$ cat src/rtl/tsadc_pkg.sv
`timescale 1ns/1ps
package tsadc_pkg;

    // Data-clock transition flags, valid in the cycle before dclk changes.
    typedef struct packed {
        logic rise;
        logic fall;
    } dclk_evt_t;

endpackage

$ cat src/rtl/tsadc_clkgen.sv
`timescale 1ns/1ps
module tsadc_clkgen
    import tsadc_pkg::*;
#(
    parameter int DIV_LO      = 10,
    parameter int DIV_HI      = 20,
    parameter int SYNC_STAGES = 2
) (
    input  logic      clk_i,
    input  logic      rst_i,
    input  logic      ext_sel_i,
    input  logic      div_hi_i,
    input  logic      ext_clk_i,
    output logic      dclk_o,
    output dclk_evt_t evt_o
);

    localparam int DIV_MAX = (DIV_HI > DIV_LO) ? DIV_HI : DIV_LO;
    localparam int CNT_W   = $clog2(DIV_MAX);
    localparam logic [CNT_W-1:0] LO_HALF = CNT_W'(DIV_LO / 2 - 1);
    localparam logic [CNT_W-1:0] LO_LAST = CNT_W'(DIV_LO - 1);
    localparam logic [CNT_W-1:0] HI_HALF = CNT_W'(DIV_HI / 2 - 1);
    localparam logic [CNT_W-1:0] HI_LAST = CNT_W'(DIV_HI - 1);

    typedef struct packed {
        logic [SYNC_STAGES-1:0] sync;
        logic [CNT_W-1:0]       cnt;
        logic                   dclk;
    } gen_st_t;

    gen_st_t st_q, st_d;
    logic [SYNC_STAGES-1:0] sync_nx;
    logic [CNT_W-1:0]       half_pt;
    logic [CNT_W-1:0]       last_pt;

    generate
        if (SYNC_STAGES == 1) begin : g_sync_one
            assign sync_nx = ext_clk_i;
        end else begin : g_sync_chain
            assign sync_nx = {st_q.sync[SYNC_STAGES-2:0], ext_clk_i};
        end
    endgenerate

    assign half_pt = div_hi_i ? HI_HALF : LO_HALF;
    assign last_pt = div_hi_i ? HI_LAST : LO_LAST;

    always_comb begin
        st_d      = st_q;
        st_d.sync = sync_nx;
        if (ext_sel_i) begin
            st_d.cnt  = '0;
            st_d.dclk = st_q.sync[SYNC_STAGES-1];
        end else if (st_q.cnt >= last_pt) begin
            st_d.cnt  = '0;
            st_d.dclk = 1'b0;
        end else begin
            st_d.cnt = st_q.cnt + 1'b1;
            if (st_q.cnt == half_pt) begin
                st_d.dclk = 1'b1;
            end
        end
        evt_o.rise = st_d.dclk & ~st_q.dclk;
        evt_o.fall = ~st_d.dclk & st_q.dclk;
    end

    always_ff @(posedge clk_i) begin
        if (rst_i) begin
            st_q <= '0;
        end else begin
            st_q <= st_d;
        end
    end

    assign dclk_o = st_q.dclk;

endmodule

$ cat src/rtl/tsadc_tx.sv
`timescale 1ns/1ps
module tsadc_tx #(
    parameter int CMD_W     = 8,
    parameter int SHORT_LEN = 16,
    parameter int LONG_LEN  = 24,
    parameter int SLOT_W    = 5
) (
    input  logic              clk_i,
    input  logic              rst_i,
    input  logic              fall_i,
    input  logic              frame_long_i,
    input  logic [CMD_W-1:0]  cmd_i,
    output logic              cs_n_o,
    output logic              din_o,
    output logic [SLOT_W-1:0] slot_o,
    output logic              in_frame_o
);

    localparam logic [SLOT_W-1:0] SHORT_LAST = SLOT_W'(SHORT_LEN - 1);
    localparam logic [SLOT_W-1:0] LONG_LAST  = SLOT_W'(LONG_LEN - 1);
    localparam logic [SLOT_W-1:0] CMD_LAST   = SLOT_W'(CMD_W - 1);

    typedef struct packed {
        logic              cs_n;
        logic [SLOT_W-1:0] slot;
        logic [CMD_W-1:0]  sr;
        logic              din;
    } tx_st_t;

    localparam tx_st_t TX_RST = '{cs_n: 1'b1, default: '0};

    tx_st_t st_q, st_d;
    logic [SLOT_W-1:0] frame_last;
    logic              open_frame;

    assign frame_last = frame_long_i ? LONG_LAST : SHORT_LAST;

    always_comb begin
        st_d       = st_q;
        open_frame = 1'b0;
        if (fall_i) begin
            if (st_q.cs_n) begin
                open_frame = 1'b1;
            end else if (st_q.slot >= frame_last) begin
                if (frame_long_i) begin
                    st_d.cs_n = 1'b1;
                    st_d.slot = '0;
                    st_d.din  = 1'b0;
                end else begin
                    open_frame = 1'b1;
                end
            end else begin
                st_d.slot = st_q.slot + 1'b1;
                if (st_q.slot < CMD_LAST) begin
                    st_d.din = st_q.sr[CMD_W-1];
                    st_d.sr  = {st_q.sr[CMD_W-2:0], 1'b0};
                end else begin
                    st_d.din = 1'b0;
                end
            end
            if (open_frame) begin
                st_d.cs_n = 1'b0;
                st_d.slot = '0;
                st_d.din  = cmd_i[CMD_W-1];
                st_d.sr   = {cmd_i[CMD_W-2:0], 1'b0};
            end
        end
    end

    always_ff @(posedge clk_i) begin
        if (rst_i) begin
            st_q <= TX_RST;
        end else begin
            st_q <= st_d;
        end
    end

    assign cs_n_o     = st_q.cs_n;
    assign din_o      = st_q.din;
    assign slot_o     = st_q.slot;
    assign in_frame_o = ~st_q.cs_n;

endmodule

$ cat src/rtl/tsadc_rx.sv
`timescale 1ns/1ps
module tsadc_rx #(
    parameter int DATA_W     = 12,
    parameter int START_SLOT = 9,
    parameter int SLOT_W     = 5
) (
    input  logic              clk_i,
    input  logic              rst_i,
    input  logic              rise_i,
    input  logic              in_frame_i,
    input  logic [SLOT_W-1:0] slot_i,
    input  logic              dout_i,
    output logic [DATA_W-1:0] result_o,
    output logic              dvalid_o
);

    localparam int CNT_W = $clog2(DATA_W + 1);
    localparam logic [CNT_W-1:0]  LAST_BIT = CNT_W'(DATA_W - 1);
    localparam logic [SLOT_W-1:0] FIRST_SL = SLOT_W'(START_SLOT);

    typedef struct packed {
        logic              busy;
        logic [CNT_W-1:0]  cnt;
        logic [DATA_W-1:0] sh;
        logic [DATA_W-1:0] result;
        logic              dvalid;
    } rx_st_t;

    rx_st_t st_q, st_d;

    always_comb begin
        st_d = st_q;
        if (rise_i) begin
            st_d.dvalid = 1'b0;
            if (st_q.busy) begin
                st_d.sh = {st_q.sh[DATA_W-2:0], dout_i};
                if (st_q.cnt == LAST_BIT) begin
                    st_d.result = {st_q.sh[DATA_W-2:0], dout_i};
                    st_d.dvalid = 1'b1;
                    st_d.busy   = 1'b0;
                    st_d.cnt    = '0;
                end else begin
                    st_d.cnt = st_q.cnt + 1'b1;
                end
            end else if (in_frame_i && slot_i == FIRST_SL) begin
                st_d.sh   = {st_q.sh[DATA_W-2:0], dout_i};
                st_d.busy = 1'b1;
                st_d.cnt  = CNT_W'(1);
            end
        end
    end

    always_ff @(posedge clk_i) begin
        if (rst_i) begin
            st_q <= '0;
        end else begin
            st_q <= st_d;
        end
    end

    assign result_o = st_q.result;
    assign dvalid_o = st_q.dvalid;

endmodule

$ cat src/rtl/tsadc_seq.sv
`timescale 1ns/1ps
module tsadc_seq
    import tsadc_pkg::*;
#(
    parameter int DATA_W      = 12,
    parameter int CMD_W       = 8,
    parameter int BUSY_CLKS   = 1,
    parameter int DIV_LO      = 10,
    parameter int DIV_HI      = 20,
    parameter int SHORT_LEN   = 16,
    parameter int LONG_LEN    = 24,
    parameter int SYNC_STAGES = 2
) (
    input  logic              clk_i,
    input  logic              rst_i,
    input  logic              ext_sel_i,
    input  logic              div_hi_i,
    input  logic              ext_clk_i,
    input  logic              frame_long_i,
    input  logic [CMD_W-1:0]  cmd_i,
    input  logic              adc_dout_i,
    output logic              dclk_o,
    output logic              cs_n_o,
    output logic              adc_din_o,
    output logic [DATA_W-1:0] result_o,
    output logic              dvalid_o
);

    localparam int SLOT_W     = $clog2(LONG_LEN);
    localparam int START_SLOT = CMD_W + BUSY_CLKS;

    dclk_evt_t         evt;
    logic [SLOT_W-1:0] slot;
    logic              in_frame;

    tsadc_clkgen #(
        .DIV_LO      (DIV_LO),
        .DIV_HI      (DIV_HI),
        .SYNC_STAGES (SYNC_STAGES)
    ) clkgen_i (
        .clk_i     (clk_i),
        .rst_i     (rst_i),
        .ext_sel_i (ext_sel_i),
        .div_hi_i  (div_hi_i),
        .ext_clk_i (ext_clk_i),
        .dclk_o    (dclk_o),
        .evt_o     (evt)
    );

    tsadc_tx #(
        .CMD_W     (CMD_W),
        .SHORT_LEN (SHORT_LEN),
        .LONG_LEN  (LONG_LEN),
        .SLOT_W    (SLOT_W)
    ) tx_i (
        .clk_i        (clk_i),
        .rst_i        (rst_i),
        .fall_i       (evt.fall),
        .frame_long_i (frame_long_i),
        .cmd_i        (cmd_i),
        .cs_n_o       (cs_n_o),
        .din_o        (adc_din_o),
        .slot_o       (slot),
        .in_frame_o   (in_frame)
    );

    tsadc_rx #(
        .DATA_W     (DATA_W),
        .START_SLOT (START_SLOT),
        .SLOT_W     (SLOT_W)
    ) rx_i (
        .clk_i      (clk_i),
        .rst_i      (rst_i),
        .rise_i     (evt.rise),
        .in_frame_i (in_frame),
        .slot_i     (slot),
        .dout_i     (adc_dout_i),
        .result_o   (result_o),
        .dvalid_o   (dvalid_o)
    );

endmodule

$ cat config.mk
export PLATFORM = sky130hd
export DESIGN_NAME = tsadc_seq
export DESIGN_NICKNAME = d
export VERILOG_FILES = /design/src/rtl/tsadc_pkg.sv /design/src/rtl/tsadc_clkgen.sv /design/src/rtl/tsadc_tx.sv /design/src/rtl/tsadc_rx.sv /design/src/rtl/tsadc_seq.sv
export SDC_FILE = /design/constraint.sdc
export NUM_CORES = 1
export LEC_CHECK = 0
export ABC_AREA = 1
export CAP_MARGIN = 10
export CORE_UTILIZATION = 45
export DETAILED_ROUTE_END_ITERATION = 10
export GPL_TIMING_DRIVEN = 0
export PLACE_DENSITY = 0.67
export SLEW_MARGIN = 20
export SYNTH_ARGS = -nofsm -noshare
export SYNTH_HDL_FRONTEND = slang
export SYNTH_SLANG_ARGS = --single-unit
export TNS_END_PERCENT = 10
$ cat constraint.sdc
create_clock -name clk_i -period 5.1 [get_ports clk_i]
set_input_delay 0.51 -clock clk_i [delete_from_list [all_inputs] [get_ports clk_i]]
set_output_delay 0.51 -clock clk_i [all_outputs]
set_load 0.02 [all_outputs]
==> results.py <==
metrics = {
    "outcome": {
        "outcome": "completed",
    },
    "yosys": {
        "syn_inst": 352,
        "synth_top_area_share": 0.4058,
        "yosys_warnings": 0,
        "synth_area_leaders": "dfxtp_1 41%, nand2_1 13%, nor2_1 7.6%",
        "yosysUniqueCellTypes": 29,
        "syn_area_um2": 2516,
        "syn_avg_cell_area_um2": 7.148,
        "synth_top_area_cell": "dfxtp_1",
        "synth-seq-area-share": 0.4058,
        "synth_seq_cells": 51,
        "syn-num-nets": 376,
    },
    "layout": {
        "syn_to_final_growth_pct": 19.49,
        "finalNetCount": 412,
        "drive_gt1_frac": 0.1105,
        "diodes": 0,
        "final_common_cell": "nand2_1",
        "final.fill_count": 534,
        "fin_area_um2": 3007,
        "layout_common_cells": "87 x nand2_1, 51 x nor2_1, 51 x dfxtp_1, 32 x inv_1, 29 x clkdlybuf4s50_1",
    },
    "setup_path": {
        "rrSetupSlack_ps": 3240,
        "critPathKind": "in2reg",
        "cp-start-kind": "input pin",
        "path_cells": "clkdlybuf4s50_1, inv_1, ha_1, nand2_1, nand2_1, nor2_2, nand2_4, a21oi_4, buf_2, nand3_1, a21oi_1",
        "critPathRequiredTime_ps": 5340,
        "worstPathArrival_ps": 2560,
        "crit_top_cell": "nand2_1",
        "critical-path-max-stage-delay_ps": 510,
        "cp_slowest_cell": "clkdlybuf4s50_1",
        "rr_endpoint": "rx_i.result_o[8]",
        "r2r_cells": 9,
        "worstReg2RegStart": "clkgen_i.st_q[5]",
        "crit_path_end_kind": "flop",
        "cp_max_fo": 10,
    },
    "clock_tree": {
        "cts_tree": "yes",
        "cts_resized": 0,
        "hold_buffers": 0,
        "cts.sinks": 51,
        "cts_root_buffer": "clkbuf_8",
        "numCtsBuffers": 5,
        "cts_buffer_depth": 2,
        "htreeDepth": 2,
        "cts.clk_slew.worst_paths_ps": 100,
        "postCtsSetupBuffers": 0,
        "clkLatencyLatePin_ps": 310,
    },
    "route": {
        "post_drt_wl_per_cell_um": 10.62,
        "dr.pass1.iters": 4,
        "vias": 2162,
        "viasPerCell": 4.710,
        "drt-initial-drc-count": 102,
        "routed_wl_um": 4875,
        "drc_errors": 0,
        "ant_nets": 0,
    },
    "placement": {
        "numPortBuffers": 29,
        "place_congestion": 0.8026,
        "dpl_cell_area_um2": 2894,
        "pre_cts_slack_ps": 2454,
        "dp_hpwl_um": 3571,
    },
    "global_route": {
        "grt_use_total": 0.1872,
        "antenna_found_initial": 0,
        "grt_pass1_vias": 2019,
        "grt_overflow": 0,
        "grt_max_degree": 17,
        "grt_pass1_wl_um": 8976,
    },
    "sta": {
        "min_period_ps": 2323,
        "hold_viol": 0,
        "hold_slack_ps": 412.5,
        "period_share": 0.4555,
        "worst_slew_pin_slew_ps": 498.9,
        "setup_ws_ps": 2777,
        "setup_tns_ps": 0,
        "relSlewSlack": 0.6674,
        "finalMaxSlewViolations": 0,
        "finClkSkew_ps": 7.460,
        "timing.fmax_mhz": 430.4,
        "rsz0062_at_grt": "no",
        "final-setup-viol-count": 0,
    },
    "floorplan": {
        "dieArea_um2": 5894,
        "die_h_um": 76.78,
        "die_w_um": 76.78,
        "std_cell_rows": 26,
        "ios": 31,
        "start_util": 0.4804,
        "core-area_um2": 5238,
    },
    "hold_path": {
        "whs_endpoint": "clkgen_i.st_q[7]",
        "min_from": "clkgen_i.st_d[7]",
        "hold_path_class": "reg2reg",
        "holdPathStages": 2,
    },
    "power_and_ir_drop": {
        "powerDensity_nw_per_um2": 248.7,
        "peakVddDrop_mv": 0.1093,
        "leakagePower_uw": 0.001324,
    },
    "flow_run": {
        "drv_cap": 0,
    },
}
==> Yosys cell counts (all sizes together) <==
cell	count
clkbuf	4
nor2	53
o21ai	10
a21oi	28
nand2	92
nor3	5
nand3	30
o211ai	1
inv	35
or2	2
xor2	6
buf	20
nor3b	1
ha	9
nand4	5
dfxtp	51
==> cell type report <==
type | count | area [um^2] | share of cell area
clock buffers | 5 | 68.82 | 0.02289
repair buffers | 29 | 290.3 | 0.09655
clock inverters | 3 | 43.79 | 0.01457
well taps | 70 | 87.58 | 0.02913
plain buffers | 24 | 151.4 | 0.05035
multi-input cells | 242 | 1212 | 0.4032
inverters | 35 | 131.4 | 0.04370
flip-flops and latches | 51 | 1021 | 0.3396
==> per-stage QoR <==
stage            util  power [uW]  instances
2_1_floorplan       -       451.4        352
3_3_place_gp   0.5526       472.6        451
3_5_place_dp   0.5526       473.4        451
4_1_cts        0.5741       753.2        459
5_1_grt        0.5741       778.3        459
6_report       0.5741       747.9        459
==> state kept, by name, indices dropped and copies added (netlist names) <==
name	count
clkgen_i.dclk_o	1
clkgen_i.st_d	1
clkgen_i.st_q	6
rx_i.dvalid_o	1
rx_i.result_o	12
rx_i.st_q	16
tx_i.cs_n_o	1
tx_i.din_o	1
tx_i.slot_o	5
tx_i.st_q	7
==> worst max-delay path: cells and delay by family <==
kind,cells,cell delay (ps)
fa+ha+maj,1,310
compound gates,2,340
buf+inv,3,860
simple gates,5,530
==> how the worst max path moves through the flow <==
stage,from,endpoint,slack [ps],cells past startpoint
finish,div_hi_i,rx_i.result_o[8],2780,11
global route,div_hi_i,rx_i.result_o[9],2630,11
CTS,div_hi_i,rx_i.result_o[8],2760,11
detailed placement,div_hi_i,rx_i.result_o[8],2450,11
global placement,div_hi_i,rx_i.st_q[28],2500,12
floorplan,div_hi_i,rx_i.st_q[28],3240,11
==> power breakdown <==
part           switching, uW  internal, uW  total [uW]
registers               3.70           403         407
clock network            138           146         284
logic                   33.2          23.7        56.9
==> layer usage <==
layer  share of wire  global-route usage  vias to the layer above  wire, um
li1                -                   -                     1175         -
met1            0.53              0.2609                      935      2604
met2            0.41              0.2875                       46      2018
met3           0.039             0.02619                        6       189
met4           0.013             0.07885                        0        63
met5               0                   0                        -         0
==> kinds of logic (layout without fill, tap and decap cells) <==
| group | after synthesis | in the layout | synth area share |
|---|---|---|---|
| fa+ha+maj | 9 | 9 | 0.04475 |
| compound gates | 39 | 39 | 0.08454 |
| xor+xnor | 6 | 6 | 0.02088 |
| buf+inv | 59 | 96 | 0.1124 |
| simple gates | 188 | 188 | 0.3317 |
| flops | 51 | 51 | 0.4058 |
Power figures use the tool's default switching activity.
